$ cat src/rtl/xsPkg.sv
package xsPkg;
  typedef struct packed {
    logic load;    // capture triple, seed state
    logic step;    // advance state and count
    logic finish;  // register result
  } xsStrobes_t;
endpackage

$ cat src/rtl/xsDatapath.sv
module xsDatapath
  import xsPkg::*;
#(
  parameter int W      = 16,
  parameter int NARROW = 8,
  parameter int SHW    = $clog2(W)
) (
  input  logic           clk,
  input  logic           rstN,
  input  xsStrobes_t     strb,
  input  logic [SHW-1:0] shAIn,
  input  logic [SHW-1:0] shBIn,
  input  logic [SHW-1:0] shCIn,
  input  logic           wideIn,
  output logic           endSeed,
  output logic           endZero,
  output logic           endMax,
  output logic           passOut,
  output logic [W-1:0]   periodOut
);
  localparam logic [W-1:0] WIDEMASK   = '1;
  localparam logic [W-1:0] NARROWMASK = {{(W-NARROW){1'b0}}, {NARROW{1'b1}}};
  localparam logic [W-1:0] SEED       = {{(W-1){1'b0}}, 1'b1};
  localparam int           NSTAGE     = 3;

  logic [SHW-1:0] shQ [NSTAGE];
  logic           wideQ;
  logic [W-1:0]   stateQ, stepCnt, cntNext, limit, mask;
  logic [W-1:0]   stg [NSTAGE+1];

  assign mask  = wideQ ? WIDEMASK : NARROWMASK;
  assign limit = mask;

  always_ff @(posedge clk or negedge rstN) begin
    if (!rstN) begin
      shQ[0] <= '0; shQ[1] <= '0; shQ[2] <= '0;
      wideQ  <= 1'b0;
    end else if (strb.load) begin
      shQ[0] <= shAIn; shQ[1] <= shBIn; shQ[2] <= shCIn;
      wideQ  <= wideIn;
    end
  end

  assign stg[0] = stateQ;
  for (genvar k = 0; k < NSTAGE; k++) begin : gStage
    if (k == 1) begin : gRight
      assign stg[k+1] = stg[k] ^ (stg[k] >> shQ[k]);
    end else begin : gLeft
      assign stg[k+1] = stg[k] ^ ((stg[k] << shQ[k]) & mask);
    end
  end

  assign cntNext = stepCnt + 1'b1;
  assign endSeed = (stg[NSTAGE] == SEED);
  assign endZero = (stg[NSTAGE] == '0);
  assign endMax  = (cntNext == limit);

  always_ff @(posedge clk or negedge rstN) begin
    if (!rstN) begin
      stateQ  <= SEED;
      stepCnt <= '0;
    end else if (strb.load) begin
      stateQ  <= SEED;
      stepCnt <= '0;
    end else if (strb.step) begin
      stateQ  <= stg[NSTAGE];
      stepCnt <= cntNext;
    end
  end

  always_ff @(posedge clk or negedge rstN) begin
    if (!rstN) begin
      passOut   <= 1'b0;
      periodOut <= '0;
    end else if (strb.finish) begin
      passOut   <= endSeed && endMax;
      periodOut <= cntNext;
    end
  end

  assert_nonzero_state_R4: assert property (@(posedge clk) disable iff (!rstN)
    strb.step |-> stateQ != '0);
  assert_count_bound_R5: assert property (@(posedge clk) disable iff (!rstN)
    strb.step |-> stepCnt < limit);
  assert_triple_hold_R7: assert property (@(posedge clk) disable iff (!rstN)
    (strb.step && $past(strb.step)) |->
      ($stable(shQ[0]) && $stable(shQ[1]) && $stable(shQ[2]) && $stable(wideQ)));
endmodule

$ cat src/rtl/xsControl.sv
module xsControl
  import xsPkg::*;
(
  input  logic       clk,
  input  logic       rstN,
  input  logic       start,
  input  logic       endSeed,
  input  logic       endZero,
  input  logic       endMax,
  output xsStrobes_t strb,
  output logic       doneOut
);
  typedef enum logic {IDLE, RUN} xsMode_t;
  xsMode_t modeQ;

  always_comb begin
    strb.load   = (modeQ == IDLE) && start;
    strb.step   = (modeQ == RUN);
    strb.finish = (modeQ == RUN) && (endSeed || endZero || endMax);
  end

  always_ff @(posedge clk or negedge rstN) begin
    if (!rstN) begin
      modeQ   <= IDLE;
      doneOut <= 1'b0;
    end else begin
      doneOut <= strb.finish;
      if (strb.load)        modeQ <= RUN;
      else if (strb.finish) modeQ <= IDLE;
    end
  end

  assert_done_pulse_R6: assert property (@(posedge clk) disable iff (!rstN)
    doneOut |=> !doneOut);
  assert_busy_ignore_R7: assert property (@(posedge clk) disable iff (!rstN)
    (modeQ == RUN && start && !strb.finish) |=> modeQ == RUN);
endmodule

$ cat src/rtl/xsPeriodCheck.sv
module xsPeriodCheck
  import xsPkg::*;
(
  input  logic        clk,
  input  logic        rstN,
  input  logic        start,
  input  logic [3:0]  shA,
  input  logic [3:0]  shB,
  input  logic [3:0]  shC,
  input  logic        wide,
  output logic        done,
  output logic        pass,
  output logic [15:0] period
);
  localparam int W      = 16;
  localparam int NARROW = 8;
  localparam logic [W-1:0] FULLMAX   = '1;
  localparam logic [W-1:0] NARROWMAX = {{(W-NARROW){1'b0}}, {NARROW{1'b1}}};

  xsStrobes_t strb;
  logic endSeed, endZero, endMax;

  xsControl uCtl (
    .clk(clk), .rstN(rstN), .start(start),
    .endSeed(endSeed), .endZero(endZero), .endMax(endMax),
    .strb(strb), .doneOut(done)
  );

  xsDatapath #(.W(W), .NARROW(NARROW), .SHW(4)) uDp (
    .clk(clk), .rstN(rstN), .strb(strb),
    .shAIn(shA), .shBIn(shB), .shCIn(shC), .wideIn(wide),
    .endSeed(endSeed), .endZero(endZero), .endMax(endMax),
    .passOut(pass), .periodOut(period)
  );

  assert_result_hold_R6: assert property (@(posedge clk) disable iff (!rstN)
    !done |-> ($stable(pass) && $stable(period)));
  assert_pass_full_R3: assert property (@(posedge clk) disable iff (!rstN)
    (done && pass) |-> (period == NARROWMAX || period == FULLMAX));
endmodule

$ cat config.mk
export PLATFORM = sky130hd
export DESIGN_NAME = xsPeriodCheck
export DESIGN_NICKNAME = d
export VERILOG_FILES = /design/src/rtl/xsPkg.sv /design/src/rtl/xsDatapath.sv /design/src/rtl/xsControl.sv /design/src/rtl/xsPeriodCheck.sv
export SDC_FILE = /design/constraint.sdc
export NUM_CORES = 1
export LEC_CHECK = 0
export ABC_CLOCK_PERIOD_IN_PS = 4910
export BUFFER_PORTS_ARGS = -buffer_cell sky130_fd_sc_hd__buf_2
export CORE_UTILIZATION = 45
export CTS_BUF_LIST = sky130_fd_sc_hd__clkbuf_4 sky130_fd_sc_hd__clkbuf_8
export CTS_CLUSTER_DIAMETER = 200
export DETAILED_ROUTE_END_ITERATION = 10
export PLACE_DENSITY = 0.66
export SYNTH_ARGS = -nofsm -noshare
export SYNTH_HDL_FRONTEND = slang
export SYNTH_SLANG_ARGS = --single-unit
$ cat constraint.sdc
create_clock -name clk -period 4.91 [get_ports clk]
set_clock_uncertainty 0.15 [all_clocks]
set_input_delay 0.491 -clock clk [delete_from_list [all_inputs] [get_ports clk]]
set_output_delay 0.491 -clock clk [all_outputs]
set_load 0.01 [all_outputs]
==> qor_table.md <==
| Quantity | Value | Unit |
|---|---|---|
| Tot GR Track Use | 40.4 | % |
| Synthesis-stage register bit count | 64 | - |
| Data arrival time of the critical path | 5600 | ps |
| Detailed-routing iteration count for the pre-antenna-repair pass | 7 | - |
| DP HPWL | 28100 | um |
| Hold Crit Class | in2async | - |
| Final routed wirelength across all metal layers | 37400 | um |
| Number of violations of the max-capacitance limit | 0 | - |
| Startpoint types | flop | - |
| Congestion Overflow GR | 0 | - |
| Max Freq | 182 | MHz |
| Max rail drop VDD | 0.466 | mV |
| Worst path required time | 5000 | ps |
| Area grow syn2layout | 47.8 | % |
| Largest fanout on the critical path | 6 | - |
| PnR worst setup slack | -594 | ps |
| Starting utilization of the core area | 46.0 | % |
| Status | complete, but fails checks | - |
| Mapped Nets | 1062 | - |
| Via count | 10400 | - |
| Number of H-tree branching levels | 3 | - |
| Final critical path time including I/O delays and setup | 5500 | ps |
| Setup Crit Path Kind | reg2reg | - |
| Clock slew seen by the registers of the worst setup and hold paths | 90 | ps |
| First DRT Iteration DRCs | 1417 | - |
| Average detailed-routed wire length per instance | 23.6 | um |
| Insertion delay of the later-clocked pin in the worst-skew pair | 360 | ps |
| Setup tns final | -9930 | ps |
| Netlist area before placement | 7960 | sq um |
| TritonCTS clock tree | yes | - |
| Cell repeated most along the worst path | sky130_fd_sc_hd__buf_4 | - |
| Avg Cell Area, Syn | 7.62 | sq um |
| Area of the die | 18200 | sq um |
| Antenna diode count | 0 | - |
| Die boundary width | 135 | um |
| Antenna violations before repair | 0 | - |
| Count of flip-flops with a built-in enable after synthesis | 0 | - |
| Share of Yosys cell area claimed by the top area cell type | 19.8 | % |
| Violations in the final reports | setup timing | - |
| Hold Buf Count CTS | 0 | - |
| Placement Rows | 48 | - |
| Pin count of the biggest net entering global routing | 65 | - |
| Count of different cell masters after synthesis | 98 | - |
| Count of port buffers added during placement | 33 | - |
| Least-Margin Pin Slew | 983 | ps |
| TritonCTS buffer count | 9 | - |
| Layout cells sized above 1 | 42.8 | % |
| Stage delay of the slowest cell on the critical path | 580 | ps |
| Critical path, cell by cell | buf_6, buf_6, mux2i_2, mux4_2, or2_4, a21boi_4, o32ai_2, buf_4, o21ai_1, a211oi_1, buf_4, nor4_4, buf_4, o22ai_1, nor4_2, buf_4, o21ai_0, nand4b_1, o211ai_1, buf_4, a21oi_4, mux2_4 | - |
| Global-route wire length before repair | 55700 | um |
| Share of synthesized flip-flops with an asynchronous set or reset | 100 | % |
| # nets final | 1376 | - |
| Library cell contributing the largest single delay on the critical path | sky130_fd_sc_hd__mux4_2 | - |
| Detailed-route DRC error count | 0 | - |
| Unrepaired setup endpoints after global routing | yes | - |
| RePlAce Congestion | 1.04 | - |
| Number of clock sinks seen by CTS | 64 | - |
| Biggest area contributors in the synthesized netlist | sky130_fd_sc_hd__dfrtp_1 (20%), sky130_fd_sc_hd__mux2i_1 (5.4%), sky130_fd_sc_hd__nand2_1 (5.3%), sky130_fd_sc_hd__o21ai_0 (4.5%), sky130_fd_sc_hd__nor2_1 (3.9%) | - |
| Number of setup violations in the final report | 19 | - |
| Final antenna-violating net count | 0 | - |
| Via count of the first global-routing pass | 9734 | - |
| I/O pins | 34 | - |
| Most instantiated flip-flop cell in the synthesis netlist | sky130_fd_sc_hd__dfrtp_1 | - |
| Maximum root-to-sink buffer count | 2 | - |
| Final Max Slew Viols | 0 | - |
| Power per unit of standard cell area | 713 | nW/um^2 |
| Leading area contributor after synthesis | sky130_fd_sc_hd__dfrtp_1 | - |
| Static Leakage | 0.00501 | uW |
| Final critical-path share of the clock period | 112 | % |
| Chip Height | 135 | um |
| Final hold vios | 0 | - |
| Crit path capture type | flop | - |
| Register area share after synthesis | 20.1 | % |
| Synth Warn # | 0 | - |
| Root Buffer Master | sky130_fd_sc_hd__clkbuf_8 | - |
| Total chip power | 8390 | uW |
| Cells after synthesis | 1044 | - |
| Ratio of routed vias to standard cells | 6.55 | - |
| Slew HR | 34.2 | % |
| Area of the placeable core | 17300 | sq um |
[state kept, by name, summed over array words and instances (netlist names)]
name / cells
uDp.periodOut: 16
uDp.stepCnt: 16
uDp.stateQ: 16
uDp.wideQ: 1
uDp.passOut: 1
uCtl.modeQ: 1
uCtl.doneOut: 1
uDp.shQ: 12
[cells by family after synthesis]
group	count (synthesis)	share of synthesized area, %
compound gates	328	29.7
flops	64	20.1
xor+xnor	37	4.26
fa+ha+maj	2	0.314
simple gates	420	27.1
mux	79	12.3
buf+inv	114	6.22
[worst max-delay path: cells and delay by family, from the launching register on]
kind / cells / cell delay (ps)
mux: 3 / 1070
simple gates: 4 / 1180
buf+inv: 7 / 1180
flops: 1 / 430
compound gates: 8 / 1360
[metrics by stage]
stage          instances  utilization [%]  area, sq um  hold WS [ps]  worst slack, ps
5_1_grt             1588             68.0        11800           193             -681
2_1_floorplan       1044                -         8030          45.4             -170
3_3_place_gp        1534             60.8        10500           335             -725
3_5_place_dp        1534             60.8        10500           320             -805
6_report            1588             68.0        11800           159             -594
4_1_cts             1571             64.6        11200           183             -485
[timing repair]
action | in CTS | in global routing
endpoints found under the setup margin | 21 | 23
pin swaps | 10 | 35
buffers inserted | 20 | 18
cloned | 1 | 0
gates resized for setup | 65 | 93
[area by class of cell]
type / count / area, sq um
multi-input cells: 867 / 6670
clock buffers: 10 / 138
clock inverters: 6 / 51.3
inverters: 28 / 105
well taps: 225 / 282
fillers: 1477 / 5530
flip-flops and latches: 64 / 1610
repair buffers: 388 / 2920
[synthesized netlist by cell type (11+ instances only)]
cell type	instances
sky130_fd_sc_hd__a211oi_1	13
sky130_fd_sc_hd__a21oi_1	34
sky130_fd_sc_hd__a22oi_1	11
sky130_fd_sc_hd__a31oi_1	21
sky130_fd_sc_hd__a32oi_1	12
sky130_fd_sc_hd__and3_1	13
sky130_fd_sc_hd__buf_2	13
sky130_fd_sc_hd__clkbuf_1	64
sky130_fd_sc_hd__dfrtp_1	63
sky130_fd_sc_hd__inv_1	23
sky130_fd_sc_hd__mux2_2	21
sky130_fd_sc_hd__mux2i_1	43
sky130_fd_sc_hd__mux4_2	12
sky130_fd_sc_hd__nand2_1	112
sky130_fd_sc_hd__nand2b_1	18
sky130_fd_sc_hd__nand3_1	42
sky130_fd_sc_hd__nand4_1	17
sky130_fd_sc_hd__nor2_1	82
sky130_fd_sc_hd__nor2b_1	15
sky130_fd_sc_hd__nor3_1	32
sky130_fd_sc_hd__nor4_1	16
sky130_fd_sc_hd__o211ai_1	11
sky130_fd_sc_hd__o21ai_0	71
sky130_fd_sc_hd__o22ai_1	11
sky130_fd_sc_hd__o31ai_1	14
sky130_fd_sc_hd__or3_1	11
sky130_fd_sc_hd__xnor2_1	30
[path summary, 6_finish.rpt]
kind | start | endpoint | slack, ps | cells past startpoint
worst max-delay path | uDp.shQ[8]$_DFFE_PN0P_ | uDp.periodOut[10]$_DFFE_PN0P_ | -590 | 22
worst min-delay path | rstN | uDp.periodOut[6]$_DFFE_PN0P_ | 160 | 2
worst max register to register | uDp.shQ[8]$_DFFE_PN0P_ | uDp.periodOut[10]$_DFFE_PN0P_ | -590 | 22
worst min register to register | uDp.passOut$_DFFE_PN0P_ | uDp.passOut$_DFFE_PN0P_ | 340 | 1
max in group asynchronous | rstN | uDp.shQ[9]$_DFFE_PN0P_ | 3870 | 2
min in group clk | shC[3] | uDp.shQ[3]$_DFFE_PN0P_ | 190 | 3
[layout by cell type (no fill, tap or decap), types with 9 or more instances in the layout]
cell type                  synthesis  routed
sky130_fd_sc_hd__buf_2            13      33
sky130_fd_sc_hd__nand4_1          17      17
sky130_fd_sc_hd__or3_1            11       9
sky130_fd_sc_hd__nand2_1         112     110
sky130_fd_sc_hd__o211ai_1         11      11
sky130_fd_sc_hd__clkbuf_8          0      10
sky130_fd_sc_hd__mux2_2           21      21
sky130_fd_sc_hd__nand2b_1         18      17
sky130_fd_sc_hd__a21oi_1          34      28
sky130_fd_sc_hd__nor2_1           82      77
sky130_fd_sc_hd__o21ai_0          71      59
sky130_fd_sc_hd__buf_4             3     341
sky130_fd_sc_hd__mux2i_1          43      31
sky130_fd_sc_hd__buf_6             3      10
sky130_fd_sc_hd__dfrtp_1          63      61
sky130_fd_sc_hd__o21ai_1           3      13
sky130_fd_sc_hd__and3_1           13      12
sky130_fd_sc_hd__a31oi_1          21      16
sky130_fd_sc_hd__nand3_1          42      41
sky130_fd_sc_hd__xnor2_1          30      27
sky130_fd_sc_hd__mux2i_2           0      10
sky130_fd_sc_hd__o22ai_1          11       9
sky130_fd_sc_hd__or2_2             9       9
sky130_fd_sc_hd__a22oi_1          11       9
sky130_fd_sc_hd__mux4_2           12      12
sky130_fd_sc_hd__nor3_1           32      22
sky130_fd_sc_hd__inv_1            23      22
sky130_fd_sc_hd__o31ai_1          14      11
sky130_fd_sc_hd__nor2b_1          15      14
[layer usage]
layer  GRT usage (%)  vias to the layer above  share of wire (%)
met2            64.9                      633                 46
met3            5.74                      132                8.3
li1                -                     4650                  -
met4            18.5                        0                5.1
met1            53.6                     4992                 41
met5               0                        -                  0
[where the power goes]
group          total, uW  switching (uW)  internal (uW)
Clock                442             238            204
Combinational       7080            3720           3360
Sequential           865             201            664
Power figures use the tool's default switching activity.
